File: src/rtl/alu_flag_unit.sv
module alu_flag_unit #(
  parameter int W = 16
) (
  input  logic         clk,
  input  logic         rst_n,
  input  logic         en,
  input  logic [3:0]   op,
  input  logic         byte_mode,
  input  logic [W-1:0] a,
  input  logic [W-1:0] b,
  input  logic         cin,
  output logic [W-1:0] result,
  output logic [4:0]   flags_next,
  output logic [4:0]   flags
);
  localparam int H  = W / 2;
  localparam int Q  = W / 4;
  localparam int FC = 0, FZ = 1, FV = 2, FN = 3, FD = 4;

  localparam logic [3:0] OP_ADD = 4'd0, OP_ADDC = 4'd1, OP_SUB = 4'd2, OP_SUBB = 4'd3,
                         OP_AND = 4'd4, OP_OR = 4'd5, OP_XOR = 4'd6,
                         OP_SL = 4'd7, OP_LSR = 4'd8, OP_ASR = 4'd9;

  logic is_sub, is_ext, is_arith, is_logic, is_shift;
  assign is_sub   = (op == OP_SUB) || (op == OP_SUBB);
  assign is_ext   = (op == OP_ADDC) || (op == OP_SUBB);
  assign is_arith = (op <= OP_SUBB);
  assign is_logic = (op >= OP_AND) && (op <= OP_XOR);
  assign is_shift = (op >= OP_SL) && (op <= OP_ASR);

  logic [W-1:0] bx;
  logic         ci;
  assign bx = is_sub ? ~b : b;
  assign ci = (op == OP_ADD) ? 1'b0 : (op == OP_SUB) ? 1'b1 : cin;

  logic [Q:0] s_q;
  logic [H:0] s_h;
  logic [W:0] s_w;
  assign s_q = {1'b0, a[Q-1:0]} + {1'b0, bx[Q-1:0]} + {{Q{1'b0}}, ci};
  assign s_h = {1'b0, a[H-1:0]} + {1'b0, bx[H-1:0]} + {{H{1'b0}}, ci};
  assign s_w = {1'b0, a} + {1'b0, bx} + {{W{1'b0}}, ci};

  logic [W-1:0] mask;
  assign mask = byte_mode ? {{H{1'b0}}, {H{1'b1}}} : {W{1'b1}};

  logic [W-1:0] r_sum, r_sl, r_lsr, r_asr;
  assign r_sum = byte_mode ? {{H{1'b0}}, s_h[H-1:0]} : s_w[W-1:0];
  assign r_sl  = byte_mode ? {{H{1'b0}}, a[H-2:0], 1'b0} : {a[W-2:0], 1'b0};
  assign r_lsr = byte_mode ? {{H{1'b0}}, 1'b0, a[H-1:1]} : {1'b0, a[W-1:1]};
  assign r_asr = byte_mode ? {{H{1'b0}}, a[H-1], a[H-1:1]} : {a[W-1], a[W-1:1]};

  logic c_ar, dc_ar, sa, sb, top, zero_now;
  assign c_ar  = byte_mode ? s_h[H] : s_w[W];
  assign dc_ar = byte_mode ? s_q[Q] : s_h[H];
  assign sa    = byte_mode ? a[H-1]  : a[W-1];
  assign sb    = byte_mode ? bx[H-1] : bx[W-1];
  assign top   = byte_mode ? result[H-1] : result[W-1];
  assign zero_now = ((result & mask) == '0);

  always_comb begin
    result = '0;
    unique case (op)
      OP_ADD, OP_ADDC, OP_SUB, OP_SUBB: result = r_sum;
      OP_AND: result = a & b & mask;
      OP_OR:  result = (a | b) & mask;
      OP_XOR: result = (a ^ b) & mask;
      OP_SL:  result = r_sl;
      OP_LSR: result = r_lsr;
      OP_ASR: result = r_asr;
      default: result = '0;
    endcase
  end

  always_comb begin
    flags_next = flags;
    if (is_arith) begin
      flags_next[FC] = c_ar;
      flags_next[FD] = dc_ar;
      flags_next[FV] = (sa == sb) && (top != sa);
      flags_next[FN] = top;
      flags_next[FZ] = is_ext ? (flags[FZ] & zero_now) : zero_now;
    end else if (is_logic) begin
      flags_next[FN] = top;
      flags_next[FZ] = zero_now;
    end else if (is_shift) begin
      flags_next[FC] = (op == OP_SL) ? (byte_mode ? a[H-1] : a[W-1]) : a[0];
      flags_next[FN] = top;
      flags_next[FZ] = zero_now;
    end
  end

  always_ff @(posedge clk or negedge rst_n)
    if (!rst_n)  flags <= '0;
    else if (en) flags <= flags_next;

  p_hold_r11: assert property (@(posedge clk) disable iff (!rst_n)
    !en |=> $stable(flags));
  p_load_r11: assert property (@(posedge clk) disable iff (!rst_n)
    en |=> flags == $past(flags_next));
  p_byte_upper_r10: assert property (@(posedge clk) disable iff (!rst_n)
    byte_mode |-> result[W-1:H] == '0);
  p_logic_keep_r8: assert property (@(posedge clk) disable iff (!rst_n)
    is_logic |-> (flags_next[FC] == flags[FC]) && (flags_next[FV] == flags[FV]) && (flags_next[FD] == flags[FD]));
  p_sticky_z_r7: assert property (@(posedge clk) disable iff (!rst_n)
    en && is_ext && !flags[FZ] |=> !flags[FZ]);
  p_reserved_r12: assert property (@(posedge clk) disable iff (!rst_n)
    (op > OP_ASR) |-> (flags_next == flags) && (result == '0));
endmodule

File: config.mk
export PLATFORM = sky130hd
export DESIGN_NAME = alu_flag_unit
export DESIGN_NICKNAME = d
export VERILOG_FILES = /design/src/rtl/alu_flag_unit.sv
export SDC_FILE = /design/constraint.sdc
export NUM_CORES = 1
export LEC_CHECK = 0
export ABC_CLOCK_PERIOD_IN_PS = 6300
export BUFFER_PORTS_ARGS = -buffer_cell sky130_fd_sc_hd__buf_4
export CORE_AREA = 2 2 88 90
export CTS_BUF_LIST = sky130_fd_sc_hd__clkbuf_8
export CTS_CLUSTER_DIAMETER = 40
export CTS_CLUSTER_SIZE = 10
export DETAILED_ROUTE_END_ITERATION = 16
export DIE_AREA = 0 0 90 92
export HOLD_SLACK_MARGIN = 0.15
export PLACE_DENSITY_LB_ADDON = 0.12
export SETUP_SLACK_MARGIN = 0.15
export SLEW_MARGIN = 20
export SYNTH_ARGS = -nofsm -noshare
export SYNTH_HDL_FRONTEND = slang
export SYNTH_SLANG_ARGS = --single-unit
File: constraint.sdc
create_clock -name clk -period 6.3 [get_ports clk]
set_input_delay 0.63 -clock clk [delete_from_list [all_inputs] [get_ports clk]]
set_output_delay 0.63 -clock clk [all_outputs]
set_load 0.01 [all_outputs]
# ---- Word level (Yosys, flattened, before mapping)
# Index checks and enable logic that the tools add are counted.
dict set report totals {
  register_bits 5
  wordCells 65
  ram_bits 0
  romBits 0
  inputBits 41
  latchBits 0
  mem_count 0
}
dict set report op_classes {
  n_mul 0
  addsub 6
  order_cmp 5
  n_mux 25
  n_eq_ne 11
  n_bitwise 9
  div_mod_pow 0
  shifts 0
  n_reduce_logical 8
}
# op count
set ops {}
lappend ops {{16-bit one-hot mux with 7 select lines} 1}
lappend ops {{16-bit bitwise AND} 5}
lappend ops {{16-bit two-way mux} 5}
lappend ops {{16-bit by 16-bit adder with 17-bit output} 1}
lappend ops {{17-bit by 1-bit adder with 17-bit output} 1}
lappend ops {{4-bit by 3-bit == test with 1-bit output, second input constant} 4}
lappend ops {{16-bit zero test} 1}
lappend ops {{1-bit two-way mux} 16}
lappend ops {{16-bit NOT} 1}
lappend ops {{16-bit bitwise OR} 1}
lappend ops {{16-bit XOR} 1}
lappend ops {{15-bit two-way mux} 1}
lappend ops {{8-bit by 8-bit adder with 9-bit output} 1}
lappend ops {{9-bit by 1-bit adder with 9-bit output} 1}
lappend ops {{4-bit by 2-bit == test with 1-bit output, second input constant} 2}
lappend ops {{4-bit == test, second input constant} 2}
lappend ops {{4-bit by 3-bit greater-or-equal comparator with 1-bit output, second input constant} 2}
lappend ops {{4-bit by 4-bit adder with 5-bit output} 1}
lappend ops {{5-bit by 1-bit adder with 5-bit output} 1}
lappend ops {{4-bit by 1-bit == test with 1-bit output, second input constant} 1}
lappend ops {{4-bit by 2-bit <= comparator with 1-bit output, second input constant} 1}
lappend ops {{4-bit by 3-bit <= comparator with 1-bit output, second input constant} 1}
lappend ops {{4-bit <= comparator, second input constant} 1}
lappend ops {{4-bit zero test} 1}
lappend ops {{other kinds (7)} 11}

# ---- Longest topological paths before layout
dict set report depth {
  word_depth 12
  mapped_depth 18
}

# ---- Worst setup path after synthesis
# Ideal clock, no wire load.
dict set report synth_timing {
  path_type {input -> output}
  from {in op[1]}
  to {out flags_next[1]}
  setup_slack_ns 0.864
  cell_stages 18
  n_path_buf 5
  arrival_time_ns 4.806
  t_required_ns 5.670
  cell_sequence {buf_6 buf_2 buf_2 and2_1 buf_2 buf_1 xnor2_1 fa_1 inv_1 fa_1 nand2b_1 a21oi_1 o2111ai_1 and4_1 o21ai_0 or4bb_1 nor4_2 and3_1}
}
dict set report synth_between {
  elab_chain_len 12
}
# element line_no
set synth_rtl {}
lappend synth_rtl {{start, declared} 7} ;# input logic [3:0] op,
lappend synth_rtl {{4-bit by 2-bit == test with 1-bit output (on tied branches)} n/a}
lappend synth_rtl {{1-bit logical OR} 25} ;# assign is_sub = (op == OP_SUB) || (op == OP_SUBB);
lappend synth_rtl {{16-bit two-way mux} 33} ;# assign bx = is_sub ? ~b : b;
lappend synth_rtl {{16-bit by 16-bit adder with 17-bit output or 8-bit by 8-bit adder with 9-bit output (tied branches)} {41, 40}}
lappend synth_rtl {{17-bit by 1-bit adder with 17-bit output or 9-bit by 1-bit adder with 9-bit output (tied branches)} {41, 40}}
lappend synth_rtl {{16-bit two-way mux} 47} ;# assign r_sum = byte_mode ? {{H{1'b0}}, s_h[H-1:0]} : s_w[W-1:0];
lappend synth_rtl {{16-bit one-hot mux with 7 select lines} 62} ;# unique case (op)
lappend synth_rtl {{16-bit bitwise AND} 58} ;# assign zero_now = ((result & mask) == '0);
lappend synth_rtl {{16-bit zero test} 58}
lappend synth_rtl {{2-bit two-way mux or 1-bit bitwise AND (tied branches)} {85, 81}}
lappend synth_rtl {{1-bit two-way mux (on tied branches)} {82, 81}}
lappend synth_rtl {{2-bit two-way mux *} 76} ;# if (is_arith) begin
lappend synth_rtl {{end, declared} 13} ;# output logic [4:0] flags_next,
# Mark *: on every way between the ends. The rest lies on a longest branch, timed or not.

# ---- Worst setup path after layout
dict set report layout_timing {
  from {in op[3]}
  to {out flags_next[1]}
}
# Same word-level chain as after synthesis.

==> flow_metrics.py <==
metrics = {
    "layout": {
        "seqCellArea_um2": 125.1,
        "drive_above_1_share_pct": 20.37,
        "largest_register_ff_count": 5,
        "multi_input_area_um2": 2415,
        "insertedDiodeCount": 0,
        "final.fill_count": 807,
        "layout_commonest_cell": "sky130_fd_sc_hd__buf_4",
        "finalNetCount": 528,
        "layout_common_cells": "68 x sky130_fd_sc_hd__buf_4, 49 x sky130_fd_sc_hd__inv_1, 47 x sky130_fd_sc_hd__ha_1",
        "final_cells": 539,
        "largestRegisters": "flags x5",
        "area_growth_pct": 19.85,
        "largest_register": "flags",
    },
    "floorplan": {
        "floorplan.die_area_um2": 8280,
        "initial_core_util_pct": 38.17,
        "core_region_area_um2": 7447,
        "num_rows": 32,
        "fp.dieW_um": 90,
        "die_h_um": 92,
        "io_pins": 67,
    },
    "cts": {
        "worst_skew_pair.late_latency_ns": 0.22,
        "htreeDepth": 1,
        "cts_hold_buf": 0,
        "total_clock_buffers_created_by_cts": 3,
        "cts_resized": 0,
        "cts_tree": "built",
        "cts.reportedPaths.clkPinSlew_ns": 0.04,
        "clkSinkCount": 5,
        "clk_root_buffer_cell": "sky130_fd_sc_hd__clkbuf_8",
        "cts_max_path_buffers": 2,
        "post-cts-setup-buffer-count": 0,
    },
    "placement": {
        "place.port_buffers": 66,
        "place_hpwl_mm": 7.395,
        "number_of_placed_instances_with_taps_included": 535,
        "gp_congestion": 0.9064,
    },
    "global_routing": {
        "grt_start_max_net_pins": 47,
        "track_usage_pct": 22.07,
        "number_of_antenna_violations_at_the_first_check_in_global_routing": 0,
        "via_count_of_the_first_global_routing_pass": 2987,
        "grt_pass1_wl_mm": 15.23,
        "grt_overflow": 0,
    },
    "logic_synthesis": {
        "synth.yosys.seq_area_share_pct": 4.401,
        "ys_warns": 0,
        "synth_top_area_share_pct": 20.69,
        "synth_fa_ha_area_share_pct": 22.10,
        "synth-xor-area-share_pct": 7.394,
        "syn-cell-area_um2": 2843,
        "synthTopCellsByArea": "sky130_fd_sc_hd__ha_1 21%, sky130_fd_sc_hd__inv_1 6.3%, sky130_fd_sc_hd__xnor2_1 6.2%, sky130_fd_sc_hd__dfrtp_1 4.4%, sky130_fd_sc_hd__nand2_1 4.2%",
        "number_of_synthesized_register_bits": 5,
        "synth_simple_gate_area_share_pct": 19.98,
        "synth_mux_area_share_pct": 7.526,
        "avgSynthCellArea_um2": 7.365,
        "yosysTopAreaCell": "sky130_fd_sc_hd__ha_1",
        "netlist-cell-type-count": 71,
        "dominant_combinational_cell_family_by_area_after_synthesis": "compound AO/OA/AOI/OAI gates",
        "synth_cells": 386,
        "synth_compound_area_share_pct": 27.95,
        "synth-edff-count": 0,
        "synth_top_flop_cell": "sky130_fd_sc_hd__dfrtp_1",
        "async_reset_ff_share_pct": 100.0,
        "syn-num-nets": 476,
    },
    "timing": {
        "setup_viol": 0,
        "final-hold-violation-count": 0,
        "maxSlewHeadroom_pct": 40.98,
        "timing.setup.tns_ns": 0,
        "finalCritPeriodShare_pct": 86.06,
        "timing.fmax_ghz": 0.1844,
        "report.final.slew_viol_count": 0,
        "rsz0062_at_grt": "false",
        "worst_clock_skew_ns": 0,
        "worst-slew-pin-transition_ns": 0.8834,
        "period_needed_ns": 5.422,
    },
    "critical_path": {
        "crit_path_max_fanout": 15,
        "path_class": "input pin to output pin",
        "regToRegStartpoint": "flags[1]",
        "critPathCaptureType": "output pin",
        "r2r.worst_path.cells": 6,
        "critPathArrivalTime_ns": 4.79,
        "crit_path_end": "flags_next[1]",
        "setup.worst_path.start": "op[3]",
        "r2r_setup_slack_ns": 4.24,
        "critical_path.reg2reg.endpoint": "flags[1]",
        "startpoint_type": "input pin",
        "worst-endpoint-required_ns": 5.67,
    },
    "power": {
        "intPower_uw": 225.5,
        "power.switching_uw": 206.8,
        "comb_power_share_pct": 76.1,
        "switching_share_pct": 47.83,
        "total_leakage_power_uw": 0.001683,
        "share_seq_of_total_power_pct": 10.4,
        "vdd_drop_max_uv": 52.23,
        "power_per_cell_area_nw_per_um2": 126.9,
        "clock_power_share_pct": 13.5,
    },
    "detailed_routing": {
        "drtIter0Drc": 259,
        "postRouteWirelength_mm": 9.159,
        "first_pass_iters": 5,
        "via_count": 3094,
        "detail_route.vias_per_cell": 5.740,
        "drt.antenna.violating_nets": 0,
        "post_drt_wl_per_cell_um": 16.99,
        "drc_errors_left": 0,
    },
    "outcome": {
        "status": "completed",
    },
    "run": {
        "timing.max_cap.violations": 0,
    },
    "min_path": {
        "worst_hold_path_type": "input pin to asynchronous set/reset pin",
    },
}
[critical path, cell delays in order]
cell	delay [ns]
sky130_fd_sc_hd__buf_4	0.15
sky130_fd_sc_hd__nor2_1	0.48
sky130_fd_sc_hd__and2_1	0.25
sky130_fd_sc_hd__buf_4	0.28
sky130_fd_sc_hd__xnor2_1	0.18
sky130_fd_sc_hd__inv_1	0.08
sky130_fd_sc_hd__fa_1	0.42
sky130_fd_sc_hd__nand2b_1	0.18
sky130_fd_sc_hd__a21oi_1	0.31
sky130_fd_sc_hd__o2111ai_1	0.24
sky130_fd_sc_hd__and4_1	0.25
sky130_fd_sc_hd__o21ai_0	0.21
sky130_fd_sc_hd__or4bb_1	0.51
sky130_fd_sc_hd__nor4_2	0.30
sky130_fd_sc_hd__and3_1	0.19
sky130_fd_sc_hd__buf_4	0.12
[cells by family after synthesis]
| logic type | count (synthesis) |
|---|---|
| multiplexers | 17 |
| AND/OR/NAND/NOR | 109 |
| flip-flops | 5 |
| buffers and inverters | 70 |
| adder cells (fa/ha/maj) | 49 |
| AO/OA/AOI/OAI | 112 |
| XOR/XNOR | 24 |
[final cells by class]
type                            instances  area share [%]
Multi-Input combinational cell        311           70.88
Timing Repair Buffer                   68           14.98
Inverter                               49           5.398
Tap cell                              102           3.746
Sequential cell                         5           3.672
Clock buffer                            3           1.212
Clock inverter                          1          0.1102
[power groups by stage]
stage	sequential (µW)	clock [µW]	combinational, µW
floorplan	46.3	0	206
global placement	45.3	0	324
detailed placement	45.4	0	325
CTS	45.1	58.7	326
global route	46.2	61.9	364
finish	45.1	58.2	329
[layer usage]
layer  share of wire (%)  track usage (%)  wire length (µm)  vias up
met4                 1.2            2.692               111        0
met1                  45            29.76              4137     1452
met5                   0                0                 0        -
met3                 6.3            2.219               577       12
met2                  47            39.22              4332      123
li1                    -                -                 -     1507
[stage by stage]
| step | util (%) | hold slack [ns] | worst slack, ns | total power (µW) | instance area, µm² |
|---|---|---|---|---|---|
| after global placement | 45.14 | 0.4363 | 1.032 | 369.2 | 3362 |
| after floorplan | - | 0.3344 | 0.8645 | 252.3 | 2843 |
| after global routing | 45.75 | 0.1967 | 0.4851 | 471.7 | 3407 |
| after detailed placement | 45.14 | 0.4345 | 0.9819 | 370.0 | 3362 |
| after CTS | 45.75 | 0.1998 | 0.9629 | 430.1 | 3407 |
| final | 45.75 | 0.1994 | 0.8782 | 432.3 | 3407 |
[cells in the mapped netlist, types with 3 or more instances]
library cell,n
sky130_fd_sc_hd__a21o_1,7
sky130_fd_sc_hd__clkbuf_1,4
sky130_fd_sc_hd__or2_2,4
sky130_fd_sc_hd__dfrtp_1,5
sky130_fd_sc_hd__a31oi_1,6
sky130_fd_sc_hd__mux4_2,3
sky130_fd_sc_hd__nand4_1,6
sky130_fd_sc_hd__o21ai_1,4
sky130_fd_sc_hd__a21oi_1,17
sky130_fd_sc_hd__o211ai_1,7
sky130_fd_sc_hd__o21ai_0,22
sky130_fd_sc_hd__xor2_1,4
sky130_fd_sc_hd__nor3_1,9
sky130_fd_sc_hd__nor2_1,23
sky130_fd_sc_hd__a2111oi_0,3
sky130_fd_sc_hd__mux2i_1,9
sky130_fd_sc_hd__o32ai_1,3
sky130_fd_sc_hd__buf_6,3
sky130_fd_sc_hd__xnor2_1,20
sky130_fd_sc_hd__buf_2,11
sky130_fd_sc_hd__nand2_1,32
sky130_fd_sc_hd__ha_1,47
sky130_fd_sc_hd__and3_1,4
sky130_fd_sc_hd__nor2b_1,3
sky130_fd_sc_hd__inv_1,48
sky130_fd_sc_hd__mux2_2,3
sky130_fd_sc_hd__or4_1,3
sky130_fd_sc_hd__a211oi_1,3
sky130_fd_sc_hd__a22o_1,3
sky130_fd_sc_hd__nand2b_1,7
sky130_fd_sc_hd__a22oi_1,5
sky130_fd_sc_hd__and2_1,5
sky130_fd_sc_hd__o2111ai_1,3
[worst min-delay path by stage]
stage | endpoint | slack [ns] | depth (start not counted)
final | flags[3] | 0.20 | 1
after global routing | flags[3] | 0.20 | 1
after CTS | flags[3] | 0.20 | 1
after detailed placement | flags[3] | 0.43 | 1
after global placement | flags[3] | 0.44 | 1
after floorplan | flags[0] | 0.33 | 0
No activity file was read; power rests on OpenSTA's default activity.
